### src/rtl/irq_pkg.sv
// Package: shared constants for the interrupt latch controller.
// Assumes the internal events sit directly above the GPIO bits in the status word.
package irq_pkg;
    localparam int NUM_EVT  = 4;
    localparam int EVT_PLL  = 0;
    localparam int EVT_MDET = 1;
    localparam int EVT_MSHT = 2;
    localparam int EVT_TOK  = 3;
endpackage

### src/rtl/irq_tick_gen.sv
// Module: timeout tick divider.
// Emits a one-cycle tick every DIV_FAST or DIV_SLOW clocks, chosen by fast_i.
// Assumes 2 <= DIV_FAST and DIV_FAST <= DIV_SLOW. The count restarts when run_i is low.
module irq_tick_gen #(
    parameter int DIV_SLOW = 64,
    parameter int DIV_FAST = 16
) (
    input  logic clk,
    input  logic rst_n,
    input  logic run_i,
    input  logic fast_i,
    output logic tick_o
);
    localparam int CW = (DIV_SLOW > 2) ? $clog2(DIV_SLOW) : 1;
    localparam logic [CW-1:0] LIM_SLOW = CW'(DIV_SLOW - 1);
    localparam logic [CW-1:0] LIM_FAST = CW'(DIV_FAST - 1);

    logic [CW-1:0] cnt_q;
    logic [CW-1:0] lim;

    // Select the terminal count for the current rate.
    always_comb lim = fast_i ? LIM_FAST : LIM_SLOW;

    // Count clocks and pulse the tick at the terminal count.
    always_ff @(posedge clk) begin
        if (!rst_n || !run_i) begin
            cnt_q  <= '0;
            tick_o <= 1'b0;
        end else if (cnt_q >= lim) begin
            cnt_q  <= '0;
            tick_o <= 1'b1;
        end else begin
            cnt_q  <= cnt_q + 1'b1;
            tick_o <= 1'b0;
        end
    end

    // a tick is a single cycle, never back to back
    p_tick_single_r8: assert property (@(posedge clk) disable iff (!rst_n)
        tick_o |=> !tick_o);
endmodule

### src/rtl/irq_src_filter.sv
// Module: per-source conditioning.
// Applies polarity, then an optional two-tick debouncer.
// Assumes raw_i is synchronous to clk. Output is the active-high "source active" level.
module irq_src_filter (
    input  logic clk,
    input  logic rst_n,
    input  logic raw_i,
    input  logic pol_i,
    input  logic dbnc_en_i,
    input  logic tick_i,
    output logic act_o
);
    logic cond;
    logic smp_q;
    logic db_q;

    // Invert the pin when its polarity bit is set.
    always_comb cond = raw_i ^ pol_i;

    // Sample on each tick; accept a level seen at two consecutive ticks.
    always_ff @(posedge clk) begin
        if (!rst_n) begin
            smp_q <= 1'b0;
            db_q  <= 1'b0;
        end else if (tick_i) begin
            smp_q <= cond;
            if (cond == smp_q) db_q <= cond;
        end
    end

    // Choose the debounced or the direct level.
    always_comb act_o = dbnc_en_i ? db_q : cond;

    // the debounced level moves only on a timeout tick
    p_db_on_tick_r7: assert property (@(posedge clk) disable iff (!rst_n)
        !$stable(db_q) |-> $past(tick_i));
endmodule

### src/rtl/irq_latch_ctrl.sv
// Module: top of the interrupt latch controller.
// Conditions each GPIO and internal event, latches active sources into sticky bits,
// and ORs the enabled latched bits into the interrupt.
// Assumes all inputs are synchronous to clk; clr_pulse is held for one cycle per clear.
module irq_latch_ctrl
    import irq_pkg::*;
#(
    parameter int NUM_GPIO = 8,
    parameter int DIV_SLOW = 64,
    parameter int DIV_FAST = 16
) (
    input  logic                      clk,
    input  logic                      rst_n,
    input  logic [NUM_GPIO-1:0]       gpio_in,
    input  logic [NUM_EVT-1:0]        evt_in,
    input  logic [NUM_GPIO+NUM_EVT-1:0] pol_cfg,
    input  logic [NUM_GPIO+NUM_EVT-1:0] dbnc_en,
    input  logic [NUM_GPIO+NUM_EVT-1:0] irq_en,
    input  logic                      tick_run,
    input  logic                      tick_fast,
    input  logic [NUM_GPIO+NUM_EVT-1:0] clr_pulse,
    output logic [NUM_GPIO+NUM_EVT:0] status,
    output logic                      irq
);
    localparam int NUM_SRC = NUM_GPIO + NUM_EVT;

    logic               tick;
    logic [NUM_SRC-1:0] raw_all;
    logic [NUM_SRC-1:0] act;
    logic [NUM_SRC-1:0] lat_q;

    // Place events above the GPIO pins, in status-bit order.
    always_comb raw_all = {evt_in, gpio_in};

    irq_tick_gen #(.DIV_SLOW(DIV_SLOW), .DIV_FAST(DIV_FAST)) u_tick (
        .clk    (clk),
        .rst_n  (rst_n),
        .run_i  (tick_run),
        .fast_i (tick_fast),
        .tick_o (tick)
    );

    for (genvar i = 0; i < NUM_SRC; i++) begin : g_src
        irq_src_filter u_flt (
            .clk       (clk),
            .rst_n     (rst_n),
            .raw_i     (raw_all[i]),
            .pol_i     (pol_cfg[i]),
            .dbnc_en_i (dbnc_en[i]),
            .tick_i    (tick),
            .act_o     (act[i])
        );
    end

    // Sticky latch: clear first, then a live source sets, so the event wins.
    always_ff @(posedge clk) begin
        if (!rst_n) lat_q <= '0;
        else        lat_q <= (lat_q & ~clr_pulse) | act;
    end

    // Combine enabled latched bits into the interrupt.
    always_comb irq = |(lat_q & irq_en);

    // Present the status word with the interrupt on top.
    always_comb status = {irq, lat_q};

    // an uncleared latched bit stays set
    p_sticky_r3: assert property (@(posedge clk) disable iff (!rst_n)
        1'b1 |=> ((lat_q & $past(lat_q & ~clr_pulse)) == $past(lat_q & ~clr_pulse)));

    // a source active during its own clear keeps the bit set
    p_event_wins_r9: assert property (@(posedge clk) disable iff (!rst_n)
        ((act & clr_pulse) != '0) |=> ((lat_q & $past(act & clr_pulse)) == $past(act & clr_pulse)));

    // a bit can only rise after its conditioned source was active
    p_rise_needs_src_r2: assert property (@(posedge clk) disable iff (!rst_n)
        1'b1 |=> ((lat_q & ~$past(lat_q) & ~$past(act)) == '0));
endmodule

### config.mk
export PLATFORM = sky130hd
export DESIGN_NAME = irq_latch_ctrl
export DESIGN_NICKNAME = d
export VERILOG_FILES = /design/src/rtl/irq_pkg.sv /design/src/rtl/irq_tick_gen.sv /design/src/rtl/irq_src_filter.sv /design/src/rtl/irq_latch_ctrl.sv
export SDC_FILE = /design/constraint.sdc
export NUM_CORES = 1
export LEC_CHECK = 0
export CAP_MARGIN = 20
export CORE_MARGIN = 2
export CORE_UTILIZATION = 43
export CTS_CLUSTER_SIZE = 40
export DETAILED_ROUTE_END_ITERATION = 10
export GPL_TIMING_DRIVEN = 0
export PLACE_DENSITY = 0.8
export RECOVER_POWER = 50
export SYNTH_ARGS = -nofsm -noshare
export SYNTH_HDL_FRONTEND = slang
export SYNTH_SLANG_ARGS = --single-unit
### constraint.sdc
create_clock -name clk -period 2 [get_ports clk]
set_clock_uncertainty 0.2 [all_clocks]
set_input_delay 0.2 -clock clk [delete_from_list [all_inputs] [get_ports clk]]
set_output_delay 0.2 -clock clk [all_outputs]
set_load 0.02 [all_outputs]
======== Word level (Yosys, flattened, before mapping) ========
Cells that the tools add are included.
storage, ports and cells
  output and inout bits ................... 14
  flip-flop bits (word level) ............. 43
  input port bits ......................... 64
  word-level logic and storage cells ...... 88
operators by class
  bitwise logic cells ..................... 16
  reductions and logical operators ........ 17
  mux-type cells .......................... 14
  eq/ne operators ......................... 12
  magnitude comparators ................... 1
  add/sub/neg operators ................... 1
operator list
  kind                                                           number
  12-bit bitwise AND                                             2
  2-bit AND reduction                                            12
  1-bit two-way mux                                              13
  1-bit == test                                                  12
  12-bit NOT                                                     1
  12-bit OR                                                      1
  12-bit OR reduction                                            1
  1-bit XOR                                                      12
  6-bit by 1-bit adder with 6-bit output, second input constant  1
  6-bit >= comparator                                            1
  6-bit two-way mux                                              1
  1-bit logical NOT                                              2
  2-bit OR reduction                                             1
  1-bit logical OR                                               1

======== Longest topological paths before layout ========
  word-level depth ........................ 3
  gate-level depth with buffers ........... 5
  mapped depth without buffers ............ 4

======== Cells and area by module ========
A second synthesis with hierarchy kept.
second synthesis, totals
  cells, all modules ...................... 208
  area, all modules ....................... 2040.7 µm²
by module, submodules not included
  module          seq. area each (µm²)  cells each  instances  area an instance (µm²)
  irq_src_filter  40.0                  11          12         103.8
  irq_latch_ctrl  240.2                 45          1          494.2
  irq_tick_gen    140.1                 31          1          300.3

======== Worst setup path after synthesis ========
Ideal clock, no wire load.
  path kind ............................... reg2out
  start ................................... reg lat_q[4]
  end ..................................... out status[12]
  required time ........................... 1.600 ns
  arrival ................................. 1.266 ns
  stages on the path, launching flop included .. 5
  path slack .............................. 0.334 ns
  path buffers ............................ 1
  cell sequence ........................... dfxtp_1 > a22o_1 > a221oi_1 > nand3_1 > buf_4
on the way
  longest elaborated chain between the ends .. 2
ends and longest elaborated chain
  item                    RTL line              source
  start, declared         irq_latch_ctrl.sv:30  logic [NUM_SRC-1:0] lat_q;
  start signal, assigned  irq_latch_ctrl.sv:58  else lat_q <= (lat_q & ~clr_pulse) | act;
  12-bit bitwise AND      irq_latch_ctrl.sv:62  always_comb irq = |(lat_q & irq_en);
  12-bit OR reduction     irq_latch_ctrl.sv:62
  end, declared           irq_latch_ctrl.sv:22  output logic [NUM_GPIO+NUM_EVT:0] status,
No other way between the ends.

======== Worst setup path in the final report ========
  start ................................... reg lat_q[11]
  end ..................................... out irq
on the way
  longest elaborated chain between the ends .. 2
ends and longest elaborated chain
  item                 RTL line              source
  12-bit bitwise AND   irq_latch_ctrl.sv:62
  12-bit OR reduction  irq_latch_ctrl.sv:62
  end, declared        irq_latch_ctrl.sv:23  output logic irq
No other way between the ends.

==> results.py <==
metrics = {
    "finish": {
        "n_antenna_cell": 0,
        "nets": 370,
        "seq_area_um2": 861,
        "syn2layout_area_growth_pct": 47.6,
        "fillers": 394,
        "layout-drive-gt1-share_pct": 8.58,
        "multi_input_area_um2": 985,
    },
    "floorplanning": {
        "die-height_um": 71.5,
        "die_w_um": 71.5,
        "start_util_pct": 44.6,
        "ios": 78,
        "core-area_um2": 4380,
        "dieArea_um2": 5110,
        "rows": 24,
    },
    "timing": {
        "setup_viol_count_final": 0,
        "hold_violations": 0,
        "tns_ns": 0,
        "slew_headroom_pct": 64.2,
        "max_freq_mhz": 511,
        "post-route-period-util_pct": 97.9,
        "fin_hold_ws_ns": 0.263,
        "slew_viol_final": 0,
        "rsz0062_at_grt": "false",
        "min_period_ns": 1.96,
        "setup_slack_ns": 0.0419,
        "worst_pin_slew_ns": 0.536,
    },
    "setup_path": {
        "criticalPathCategory": "flip-flop to output pin",
        "reg2reg_depth": 5,
        "crit_required_ns": 1.60,
        "cp-start-kind": "flip-flop",
        "worstSetupEndpointType": "output pin",
        "cp_max_fo": 3,
        "crit_arrival_ns": 1.56,
    },
    "global_route": {
        "grt_util_all_layers_pct": 20.2,
        "grt_max_degree": 13,
        "grt_pass1_vias": 1776,
        "antenna_found_initial": 0,
        "grt_overflow": 0,
        "grt_first_pass_wirelength_mm": 8.22,
    },
    "hold_path": {
        "whs_path_depth": 1,
        "min_path_type": "flip-flop to flip-flop",
    },
    "clock_tree": {
        "h-tree-depth": 2,
        "cts_tree": "yes",
        "cts.clk_slew.worst_paths_ns": 0.08,
        "cts.path.max_buffers": 2,
        "clk_latency_ns": 0.29,
        "root_buffer": "clkbuf_8",
        "post-cts-setup-buffers": 0,
        "clock-sinks": 43,
        "cts_buffers": 5,
        "cts_hold_buffers": 0,
    },
    "placement": {
        "place_congestion": 0.778,
        "dp_slack_ns": -0.411,
        "hpwlAfterDp_mm": 3.59,
        "numPortBuffers": 77,
    },
    "route": {
        "drc": 0,
        "drt_pass1_iterations": 4,
        "ant_nets": 0,
        "wl_per_cell_um": 13.7,
        "drt_wl_total_mm": 4.86,
        "drt_iter0_drc": 162,
        "via_per_inst": 5.27,
        "num_vias": 1870,
    },
    "logic_synthesis": {
        "syn_inst": 219,
        "syn_avg_cell_area_um2": 8.94,
        "synth_area_um2": 1960,
        "synthTopCellsByArea": "dfxtp_1 44%, a21oi_1 6.1%, xnor2_1 5.8%",
        "synth_seq_cells": 43,
        "synth_area_leader_cell": "dfxtp_1",
        "synth_top_area_share_pct": 44.0,
        "synth_cell_types": 27,
        "ys_seq_area_share_pct": 44.0,
        "syn_nets": 286,
        "yosysWarnings": 0,
    },
    "power_and_ir_drop": {
        "cellLeakagePower_nw": 1.07,
        "p_per_area_nw_per_um2": 650,
        "ir_worst_vdd_uv": 391,
    },
    "job": {
        "cap_viol_max_count": 0,
    },
    "run_status": {
        "status": "complete, no violations",
    },
}
cells in the mapped netlist:
cell,number
ha_1,3
a21oi_1,24
dfxtp_1,43
a31o_2,11
o21bai_1,11
xor2_1,2
clkbuf_1,2
o21ai_0,15
inv_1,15
o221ai_1,12
and2_1,12
xnor2_1,13
or3_1,1
buf_6,1
a221oi_1,3
o2111ai_4,1
a31o_1,1
a22o_1,3
buf_2,6
a21oi_2,1
a211oi_1,1
inv_2,1
nand2_1,25
nand3_1,4
and3_1,1
buf_4,2
nor2_1,5
cells by family (layout without fill, tap and decap cells):
kind of cell / Yosys count / in the layout / share of synthesized area, %
fa+ha+maj: 3 / 3 / 1.92
xor+xnor: 15 / 15 / 6.71
simple gates: 48 / 48 / 11.3
compound gates: 83 / 83 / 29.8
flops: 43 / 43 / 44.0
buf+inv: 27 / 111 / 6.33
per-stage QoR:
| step | cells | cell area (um2) | utilization, % | total power, mW |
|---|---|---|---|---|
| 5_1_grt | 355 | 2890 | 65.9 | 1.96 |
| 2_1_floorplan | 219 | 1960 | - | 1.04 |
| 3_3_place_gp | 348 | 2790 | 63.7 | 1.25 |
| 3_5_place_dp | 348 | 2790 | 63.7 | 1.25 |
| 6_report | 355 | 2890 | 65.9 | 1.88 |
| 4_1_cts | 355 | 2900 | 66.2 | 1.89 |
final timing paths:
path | endpoint | slack [ns] | start
setup / recovery | irq | 0.04 | lat_q[11]
hold / removal | u_tick.cnt_q[0] | 0.26 | u_tick.cnt_q[0]
setup reg to reg | g_src[1].u_flt.db_q | 0.16 | u_tick.tick_o
hold reg to reg | u_tick.cnt_q[0] | 0.26 | u_tick.cnt_q[0]
worst max-delay path, cell delays in order, from the launching register on:
cell	delay, ns
dfxtp_1	0.33
a22o_1	0.21
a221oi_2	0.27
nand3_1	0.14
clkdlybuf4s15_1	0.31
timing repair:
item,4_1_cts,5_1_grt
resized for setup,7,1
hold endpoints to repair,0,0
pin swaps,1,0
setup endpoints to repair,2,1
final cells by class:
| type | count | area share (%) |
|---|---|---|
| tap | 52 | 2.25 |
| buffer | 11 | 1.69 |
| inverter | 16 | 2.08 |
| multi-input combinational | 149 | 34.1 |
| timing repair buffer | 77 | 26.5 |
| clock inverter | 1 | 1.04 |
| sequential | 43 | 29.8 |
| clock buffer | 6 | 2.51 |
cells in the final DEF, fill, tap and decap left out, types with 4 or more instances in the layout:
cell type / netlist / layout
clkdlybuf4s50_1: 0 / 72
dfxtp_1: 43 / 43
nand2_1: 25 / 25
a21oi_1: 24 / 24
inv_1: 15 / 16
o21ai_0: 15 / 15
xnor2_1: 13 / 13
o221ai_1: 12 / 12
and2_1: 12 / 12
o21bai_1: 11 / 11
a31o_2: 11 / 11
clkbuf_1: 2 / 8
nor2_1: 5 / 5
clkbuf_8: 0 / 5
nand3_1: 4 / 4
buf_2: 6 / 4
flip-flops by register name (all words and copies together) (netlist names):
name,flops
g_src.u_flt.db_q,12
g_src.u_flt.smp_q,12
lat_q,12
u_tick.cnt_q,6
u_tick.tick_o,1
routing by layer:
layer  wire, um  up-vias  GRT usage [%]
li1           -      945              -
met1       2250      845           27.0
met2       2220       76           31.6
met3        344        4           5.49
met4         50        0           6.92
met5          0        -              0
power breakdown:
group / total (mW) / internal, mW / switching, mW
clock network: 0.648 / 0.366 / 0.282
logic: 0.339 / 0.201 / 0.138
registers: 0.890 / 0.875 / 0.0155
total: 1.88 / 1.44 / 0.436
(Power assumes the default switching activity.)
